### config.mk
export PLATFORM = sky130hd
export DESIGN_NAME = irq_vec_ctrl
export DESIGN_NICKNAME = d
export VERILOG_FILES = /design/src/rtl/irq_pkg.sv /design/src/rtl/irq_cfg_regs.sv /design/src/rtl/irq_req_latch.sv /design/src/rtl/irq_arbiter.sv /design/src/rtl/irq_vec_ctrl.sv
export SDC_FILE = /design/constraint.sdc
export NUM_CORES = 1
export LEC_CHECK = 0
export BUFFER_PORTS_ARGS = -buffer_cell sky130_fd_sc_hd__buf_2
export CORE_UTILIZATION = 50
export CTS_CLUSTER_DIAMETER = 50
export DETAILED_ROUTE_END_ITERATION = 6
export HOLD_SLACK_MARGIN = 0.06
export PLACE_DENSITY = 0.89
export SYNTH_ARGS = -nofsm -noshare
export SYNTH_HDL_FRONTEND = slang
export SYNTH_SLANG_ARGS = --single-unit
### constraint.sdc
create_clock -name clk -period 1.9 [get_ports clk]
set_input_delay 0.285 -clock clk [delete_from_list [all_inputs] [get_ports clk]]
set_output_delay 0.285 -clock clk [all_outputs]
set_load 0.1 [all_outputs]
### src/rtl/irq_pkg.sv
package irq_pkg;

  typedef enum logic {
    CFG_ENABLE = 1'b0,
    CFG_LEVEL  = 1'b1
  } cfg_sel_e;

  // start address of a source's routine
  function automatic logic [31:0] vec_addr_of(input int unsigned idx,
                                              input int unsigned base,
                                              input int unsigned stride);
    return 32'(base + idx * stride);
  endfunction

endpackage

### src/rtl/irq_cfg_regs.sv
module irq_cfg_regs #(
  parameter int NUM_SRC = 5,
  parameter int DATA_W  = 8,
  parameter int GEN_BIT = 7
) (
  input  logic               clk,
  input  logic               rst_n,
  input  logic               wr_en,
  input  logic               wr_sel,
  input  logic [DATA_W-1:0]  wr_data,
  output logic [NUM_SRC-1:0] src_en,
  output logic               glb_en,
  output logic [NUM_SRC-1:0] hi_level
);
  import irq_pkg::*;

  logic [DATA_W-1:0] en_q;
  logic [DATA_W-1:0] lvl_q;

  always_ff @(posedge clk) begin
    if (!rst_n) begin
      en_q  <= '0;
      lvl_q <= '0;
    end else if (wr_en) begin
      if (cfg_sel_e'(wr_sel) == CFG_ENABLE) en_q  <= wr_data;
      else                                  lvl_q <= wr_data;
    end
  end

  assign src_en   = en_q[NUM_SRC-1:0];
  assign glb_en   = en_q[GEN_BIT];
  assign hi_level = lvl_q[NUM_SRC-1:0];

  logic unused_cfg_bits;
  assign unused_cfg_bits = ^{en_q, lvl_q};

  // a write to one register leaves the other untouched
  a_r2_sel_isolates: assert property (@(posedge clk) disable iff (!rst_n)
    (wr_en && wr_sel) |=> $stable(en_q));
endmodule

### src/rtl/irq_req_latch.sv
module irq_req_latch #(
  parameter int NUM_SRC = 5,
  localparam int IDX_W = $clog2(NUM_SRC)
) (
  input  logic               clk,
  input  logic               rst_n,
  input  logic               sample_stb,
  input  logic [NUM_SRC-1:0] raw_req,
  input  logic               drop_en,
  input  logic [IDX_W-1:0]   drop_idx,
  output logic [NUM_SRC-1:0] lat_req
);
  for (genvar i = 0; i < NUM_SRC; i++) begin : g_bit
    always_ff @(posedge clk) begin
      if (!rst_n)                                  lat_req[i] <= 1'b0;
      else if (sample_stb)                         lat_req[i] <= raw_req[i];
      else if (drop_en && drop_idx == IDX_W'(i))   lat_req[i] <= 1'b0;
    end
  end

  // captured requests only move on a sample or a drop
  a_r6_hold_between_samples: assert property (@(posedge clk) disable iff (!rst_n)
    (!sample_stb && !drop_en) |=> $stable(lat_req));

  // a dropped source is gone in the next cycle unless resampled
  a_r12_drop_clears: assert property (@(posedge clk) disable iff (!rst_n)
    (drop_en && !sample_stb) |=> !lat_req[$past(drop_idx)]);
endmodule

### src/rtl/irq_arbiter.sv
module irq_arbiter #(
  parameter int NUM_SRC = 5,
  localparam int IDX_W = $clog2(NUM_SRC)
) (
  input  logic [NUM_SRC-1:0] lat_req,
  input  logic [NUM_SRC-1:0] src_en,
  input  logic               glb_en,
  input  logic [NUM_SRC-1:0] hi_level,
  input  logic               busy_hi,
  input  logic               busy_lo,
  output logic               win_valid,
  output logic [IDX_W-1:0]   win_idx,
  output logic               win_hi
);
  function automatic logic [IDX_W-1:0] lowest_set(input logic [NUM_SRC-1:0] v);
    logic [IDX_W-1:0] r;
    r = '0;
    for (int i = NUM_SRC - 1; i >= 0; i--) begin
      if (v[i]) r = IDX_W'(i);
    end
    return r;
  endfunction

  logic [NUM_SRC-1:0] eligible;
  logic [NUM_SRC-1:0] hi_cand;
  logic [NUM_SRC-1:0] lo_cand;
  logic               hi_ok;
  logic               lo_ok;

  assign eligible = lat_req & src_en & {NUM_SRC{glb_en}};
  assign hi_cand  = eligible & hi_level;
  assign lo_cand  = eligible & ~hi_level;
  assign hi_ok    = !busy_hi && (|hi_cand);
  assign lo_ok    = !busy_hi && !busy_lo && (|lo_cand);

  always_comb begin
    win_valid = hi_ok || lo_ok;
    win_hi    = hi_ok;
    win_idx   = hi_ok ? lowest_set(hi_cand) : lowest_set(lo_cand);
  end
endmodule

### src/rtl/irq_vec_ctrl.sv
module irq_vec_ctrl #(
  parameter int NUM_SRC    = 5,
  parameter int DATA_W     = 8,
  parameter int GEN_BIT    = 7,
  parameter int ADDR_W     = 16,
  parameter int VEC_BASE   = 3,
  parameter int VEC_STRIDE = 8,
  localparam int IDX_W  = $clog2(NUM_SRC),
  localparam int NUM_HW = NUM_SRC - 1
) (
  input  logic              clk,
  input  logic              rst_n,
  input  logic              cfg_wr,
  input  logic              cfg_sel,
  input  logic [DATA_W-1:0] cfg_data,
  input  logic [NUM_HW-1:0] hw_req,
  input  logic              ser_tx_flag,
  input  logic              ser_rx_flag,
  input  logic              sample_stb,
  input  logic              insn_end,
  input  logic              reti,
  output logic              vec_valid,
  output logic [ADDR_W-1:0] vec_addr,
  output logic [IDX_W-1:0]  vec_src,
  output logic [NUM_HW-1:0] flag_clr,
  output logic              isr_high,
  output logic              isr_low
);
  import irq_pkg::*;

  logic [NUM_SRC-1:0] src_en, hi_level, lat_req, raw_req;
  logic               glb_en;
  logic               win_valid, win_hi;
  logic [IDX_W-1:0]   win_idx;
  logic               take;        // vector decided this cycle
  logic               isr_hi_q, isr_lo_q;

  assign raw_req = {ser_tx_flag | ser_rx_flag, hw_req};
  assign take    = insn_end && win_valid;

  irq_cfg_regs #(.NUM_SRC(NUM_SRC), .DATA_W(DATA_W), .GEN_BIT(GEN_BIT)) u_cfg (
    .clk(clk), .rst_n(rst_n), .wr_en(cfg_wr), .wr_sel(cfg_sel), .wr_data(cfg_data),
    .src_en(src_en), .glb_en(glb_en), .hi_level(hi_level)
  );

  irq_req_latch #(.NUM_SRC(NUM_SRC)) u_latch (
    .clk(clk), .rst_n(rst_n), .sample_stb(sample_stb), .raw_req(raw_req),
    .drop_en(take), .drop_idx(win_idx), .lat_req(lat_req)
  );

  irq_arbiter #(.NUM_SRC(NUM_SRC)) u_arb (
    .lat_req(lat_req), .src_en(src_en), .glb_en(glb_en), .hi_level(hi_level),
    .busy_hi(isr_hi_q), .busy_lo(isr_lo_q),
    .win_valid(win_valid), .win_idx(win_idx), .win_hi(win_hi)
  );

  // in-service flops: return first, then a new entry
  always_ff @(posedge clk) begin
    if (!rst_n) begin
      isr_hi_q <= 1'b0;
      isr_lo_q <= 1'b0;
    end else begin
      if (reti) begin
        if (isr_hi_q)      isr_hi_q <= 1'b0;
        else if (isr_lo_q) isr_lo_q <= 1'b0;
      end
      if (take) begin
        if (win_hi) isr_hi_q <= 1'b1;
        else        isr_lo_q <= 1'b1;
      end
    end
  end

  always_ff @(posedge clk) begin
    if (!rst_n) begin
      vec_valid <= 1'b0;
      vec_addr  <= '0;
      vec_src   <= '0;
    end else begin
      vec_valid <= take;
      vec_src   <= take ? win_idx : '0;
      vec_addr  <= take ? ADDR_W'(vec_addr_of(int'(win_idx), VEC_BASE, VEC_STRIDE)) : '0;
    end
  end

  for (genvar i = 0; i < NUM_HW; i++) begin : g_clr
    always_ff @(posedge clk) begin
      if (!rst_n) flag_clr[i] <= 1'b0;
      else        flag_clr[i] <= take && win_idx == IDX_W'(i);
    end
  end

  assign isr_high = isr_hi_q;
  assign isr_low  = isr_lo_q;

  // clear strobe only together with a vector, at most one bit
  a_r11_clr_with_vec: assert property (@(posedge clk) disable iff (!rst_n)
    (|flag_clr) |-> vec_valid);
  a_r11_clr_onehot: assert property (@(posedge clk) disable iff (!rst_n)
    $onehot0(flag_clr));
  // nothing is vectored out of a high routine
  a_r8_high_blocks: assert property (@(posedge clk) disable iff (!rst_n)
    vec_valid |-> !$past(isr_hi_q));
  // a vector taken during a low routine must be high level
  a_r8_low_blocks_low: assert property (@(posedge clk) disable iff (!rst_n)
    (vec_valid && $past(isr_lo_q)) |-> isr_hi_q);
  // no vector without the global enable
  a_r2_needs_global: assert property (@(posedge clk) disable iff (!rst_n)
    take |-> glb_en);
  // leaving a high routine keeps the low flop as it was
  a_r10_low_survives: assert property (@(posedge clk) disable iff (!rst_n)
    (reti && isr_hi_q) |=> (isr_lo_q == $past(isr_lo_q)) && !isr_hi_q);
  // a return with nothing in service changes nothing
  a_r9_idle_return: assert property (@(posedge clk) disable iff (!rst_n)
    (reti && !isr_hi_q && !isr_lo_q && !take) |=> (!isr_hi_q && !isr_lo_q));
endmodule

# == Yosys cells after proc, flatten, opt, wreduce, memory -nomap -nowiden ==
# Index checks and enable logic that the tools add are counted.
# W data, S select, Z words.
# word_totals
regBits,44
inputBits,21
output_inout_bits,26
elab_cells,79
# classes
n_addsub,1
eq_ne,4
n_mux,28
bitwise,7
n_reduce_logical,23
# op_table
operator,n
$mux W3,11
$and A5 B5 Y5,4
$mux W1,17
$reduce_bool A2 Y1,5
$reduce_or A5 Y1,2
$logic_and A1 B1 Y1,9
$add A2 B6 Y7 const A,1
$eq A3 B2 Y1 const B,2
$reduce_and A2 Y1,3
$not A5 Y5,1
$eq A3 B1 Y1 const B,1
$eq A3 B3 Y1 const B,1
$logic_not A3 Y1,1
$logic_not A1 Y1,2
$logic_or A1 B1 Y1,1
$not A1 Y1,1
$or A1 B1 Y1,1

# == Logic depth before layout (Yosys ltp) ==
# depth
ltp_word,13
ltp_mapped,6
ltp_nobuf,5

# == Hierarchy ==
# A second synthesis with hierarchy kept.
# hier_totals
cells_unflattened,148
area_unflattened_um2,1428.9
# modules_own_cells
module,instances,cells_each,area_each_um2,seq_area_each_um2
irq_vec_ctrl,1,46,470.5,220.2
irq_cfg_regs,1,45,449.2,220.2
irq_req_latch,1,27,260.2,100.1
irq_arbiter,1,30,249.0,0.0

# == Worst setup path before layout ==
# No wires, ideal clock.
# synth_timing
path_type,reg-to-reg
startpoint,register isr_hi_q (netlist: isr_high)
endpoint,register u_latch.lat_req[1]
setup_ns,0.120
t_arrival_ns,1.887
t_required_ns,1.780
path_slack_ns,-0.106
path_stages_with_launch,6
path_buffers,1
synth_period_minus_slack_ns,2.006
cell_sequence,dfxtp_1 -> buf_2 -> o21ai_1 -> o22ai_2 -> a31oi_1 -> a211o_1
# synth_via
elab_chain_cells,7
word_cells_on_any_way,10
classes_between,eq/ne (1); mux (1); reduce/logical (8)
# synth_rtl
item,line,text
"start, declared",irq_vec_ctrl.sv:36,"logic isr_hi_q, isr_lo_q;"
"start signal, assigned",irq_vec_ctrl.sv:60,isr_hi_q <= 1'b0;
"start signal, assigned",irq_vec_ctrl.sv:64,if (isr_hi_q) isr_hi_q <= 1'b0;
"start signal, assigned",irq_vec_ctrl.sv:68,if (win_hi) isr_hi_q <= 1'b1;
$logic_not A1 Y1 (*),"irq_arbiter.sv:33, irq_arbiter.sv:34",
"parallel branches: the longest is 4 deep, another holds $mux W3",-,
$logic_and A1 B1 Y1 (*),irq_req_latch.sv:17,else if (drop_en && drop_idx == IDX_W'(i)) lat_req[i] <= 1'b0;
$reduce_bool A2 Y1 (no source line) (*),-,
"end signal, assigned by index",irq_req_latch.sv:16,else if (sample_stb) lat_req[i] <= raw_req[i];
"end, declared",irq_req_latch.sv:11,output logic [NUM_SRC-1:0] lat_req
# Every way passes the cells marked *.
# A chain may end at the register's enable or synchronous reset.

# == Final worst setup path ==
# layout_timing
startpoint,register u_cfg.en_q[7]
endpoint,register u_latch.lat_req[4]
# layout_via
elab_chain_cells,11
word_cells_on_any_way,23
classes_between,eq/ne (1); mux (11); bitwise (3); reduce/logical (8)
# layout_rtl
item,line,text
"start, declared",irq_cfg_regs.sv:17,logic [DATA_W-1:0] en_q;
"start signal, assigned",irq_cfg_regs.sv:25,if (cfg_sel_e'(wr_sel) == CFG_ENABLE) en_q <= wr_data;
$and A5 B5 Y5 (*),irq_arbiter.sv:30,assign eligible = lat_req & src_en & {NUM_SRC{glb_en}};
"$and A5 B5 Y5, on equally long branches","irq_arbiter.sv:32, irq_arbiter.sv:31",
$mux W3 (5 in series),irq_arbiter.sv:19,if (v[i]) r = IDX_W'(i);
$mux W3,irq_arbiter.sv:39,win_idx = hi_ok ? lowest_set(hi_cand) : lowest_set(lo_cand);
$eq A3 B3 Y1,irq_req_latch.sv:17,
$logic_and A1 B1 Y1 (*),irq_req_latch.sv:17,
$reduce_bool A2 Y1 (no source line) (*),-,
# Mark *: on every way between the ends. The rest lies on a longest branch, timed or not.

==> metrics.md <==
| Metric | Value |
|---|---|
| Status | `complete, but fails checks` |
| Failing checks | `DRC` |
| Synth Area in Adders | `0%` |
| Complex-gate fraction of the synthesized area | `20.0%` |
| Commonest cells after routing, fill and taps aside | `buf_2, dfxtp_1, nand2_1, conb_1, nor2b_1` |
| Post-CTS setup buffers | `0` |
| Final Skew | `7.36 ps` |
| Post-layout min period | `1720 ps` |
| Worst path cell trace | `buf_4 > nand4b_4 > nand4_1 > o31a_1 > a2111oi_0 > o31ai_1` |
| Buffers & Inverters on Critical Path | `1` |
| Slowest CP cell | `dfxtp_2` |
| DP HPWL | `2.25 mm` |
| Gpl congestion | `~0.81` |
| Die width | `roughly 57 um` |
| Area share of xor/xnor cells in the synthesized design | `0%` |
| Mux contribution to synthesized area | `3.94%` |
| Reg area | `543 um2` |
| DR iter-0 viols | `31` |
| TritonCTS clock tree | `built` |
| Hold crit path type | `input port to register` |
| Critical path class | `register to register` |
| Largest stage delay, worst path | `between 300 and 400 ps` |
| Cell Area, Synth | `0.00152 mm2` |
| Multi-input logic area | `~860 um2` |
| Clock latency on the worst-skew pair | `330 ps` |
| Maxcap violations | `0` |
| Commonest non-fill, non-tap cell in the layout | `buf_2` |
| Total GRT Usage | `roughly a fifth` |
| CP Launch Type | `register` |
| CP Capture Type | `register` |
| Tot Pwr | `1050 uW` |
| Simple-gate share of the synthesized area | `about 30%` |
| H-tree depth | `1` |
| Pre-Repair DR Iteration Count | `7` |
| GRT busiest layer | `met2` |
| Via density per instance | `5.68` |
| Gr ovfl total | `0` |
| EDFF count, synth | `0` |
| First-pass GRT wire length | `4.91 mm` |
| Final worst path period share | `roughly nine tenths` |
| Final WL | `~2.9 mm` |
| CP arrival | `approximately 1900 ps` |
| Inserted Diodes | `0` |
| Final setup viols | `0` |
| Max IR drop VDD | `0.000398 V` |
| WL per Instance | `12.8 um` |
| Clock slew at reported path FFs | `around 140 ps` |
| Synth unique cells | `54` |
| Fmax | `between 500 and 600 MHz` |
| Post-synthesis sequential area ratio | `35.5%` |
| Placed Cells | `between 200 and 250` |
| Die Y | `57.2 um` |
| FFs w/ async S/R, synth | `0%` |
| Syn Inst Count | `160` |
| Hold Buf Count CTS | `0` |
| Core ar. | `0.00283 mm2` |
| Setup TNS Final | `0 ps` |
| Top_reg_cell synth | `dfxtp_1` |
| Synthesis-to-finish area growth | `11.1%` |
| Mean Syn Cell Area | `9.52 um2` |
| Largest family of logic cells by synthesized area | `simple AND/OR/NAND/NOR gates` |
| YS warnings | `0` |
| Routing usage on met3 | `2.27%` |
| GR Util met2 | `~35%` |
| Pwr per Cell Area | `roughly 620 mW/mm2` |
| Fin. Hold Viols | `0` |
| Sink Count | `27` |
| Vias post-DR | `~1,300` |
| Final ANT Viol Nets | `0` |
| Final Net Count | `214` |
| Post-route insts no fill | `223` |
| Die area | `approximately 0.0033 mm2` |
| Std cell rows | `19` |
| Clock tree buffer depth | `2` |
| Initial core utilization | `53.9%` |
| CP delay by family, top | `compound AO/OA/AOI/OAI gates` |
| Unrepaired setup endpoints after global routing | `no` |
| Met1 global-route usage | `23.6%` |
| Final Max Tran Viols | `0` |
| Pleak | `approximately 0.00083 uW` |
| CP max FO | `9` |
| Fraction of layout cells with a size suffix above 1 | `between 30% and 40%` |
| Initial antenna violation count | `0` |
| Total of flip-flops plus latches after synthesis | `27` |
| Number of remaining DRC errors | `5` |
| Worst Path Required | `2120 ps` |
| Pin count of the biggest net entering global routing | `27` |
| Cts bufs inserted | `3` |
| Root buf cell | `clkbuf_4` |
| IO Port Bufs | `33` |
| Vias in the first global route | `1,122` |
| Fillers | `284` |
| Number of top-level pins | `47` |
==> kinds of logic (layout without fill, tap and decap cells) <==
group | count (synthesis) | count (layout)
other | 1 | 11
flip-flops | 27 | 27
AND/OR/NAND/NOR | 63 | 63
buffers and inverters | 25 | 47
multiplexers | 6 | 6
AO/OA/AOI/OAI | 38 | 38
==> where the power goes <==
part | leakage, uW | internal, uW | total [uW] | switching (uW)
clock network | 0.0000177 | 79.0 | 245 | 166
logic | 0.000595 | 47.7 | 190 | 143
registers | 0.000221 | 586 | 612 | 25.9
==> sequential cells by signal, summed over array words and instances, names as in the netlist <==
name,count
u_cfg.en_q,6
u_cfg.lvl_q,5
u_latch.lat_req,5
flag_clr,4
vec_src,3
isr_high,1
isr_low,1
vec_addr,1
vec_valid,1
==> worst paths after layout <==
| path | startpoint | endpoint | slack (ps) | cells past startpoint |
|---|---|---|---|---|
| worst max-delay path | u_cfg.en_q[7] | u_latch.lat_req[4] | 180 | 6 |
| worst min-delay path | hw_req[1] | u_latch.lat_req[1] | 170 | 2 |
| worst max register to register | u_cfg.en_q[7] | u_latch.lat_req[4] | 180 | 6 |
| worst min register to register | u_cfg.lvl_q[3] | u_cfg.lvl_q[3] | 510 | 2 |
==> through the flow <==
stage	hold WS (ps)	area [um2]	worst slack (ps)	utilization (%)
after floorplan	386	1560	91.4	-
after global placement	479	1660	155	58.8
after detailed placement	487	1660	116	58.8
after CTS	162	1690	103	59.8
after global routing	158	1690	65.3	59.8
final	170	1690	180	59.8
==> final cells by class <==
type	count	share of cell area, %
Tap cell	31	2.29
Multi-Input combinational cell	118	50.9
Timing Repair Buffer	38	12.0
Clock buffer	3	1.33
Inverter	5	1.11
Sequential cell	27	32.1
Clock inverter	1	0.296
==> cell usage after synthesis, drive strengths merged (2+ instances only) <==
master	count	area, um2
o21ai	6	30.0
inv	5	18.8
a21boi	6	45.1
nand4	7	71.3
nand2	11	41.3
a21oi	4	27.5
nand3	6	30.0
clkbuf	3	11.3
o31ai	2	15.0
and3	4	25.0
a32oi	2	17.5
and3b	2	17.5
nand3b	4	33.8
nand4b	4	62.6
and2	5	33.8
nor2b	9	56.3
nor2	2	7.51
a2111oi	2	23.8
dfxtp	27	541
nand2b	2	12.5
and4b	3	30.0
o211ai	2	15.0
mux2i	6	60.1
buf	17	129
and4	2	17.5
a211oi	2	20.0
==> metal layers <==
| layer | part of all wire (%) | vias to the layer above | wire length [um] |
|---|---|---|---|
| met5 | 0 | - | 0 |
| met4 | 1.3 | 0 | 36 |
| met3 | 4.5 | 5 | 130 |
| met2 | 49 | 36 | 1410 |
| met1 | 45 | 598 | 1280 |
| li1 | - | 627 | - |
==> what timing repair did <==
action,CTS,global route
hold endpoints to repair,0,0
resized for setup,0,1
setup endpoints to repair,0,1
(Power assumes the default switching activity.)
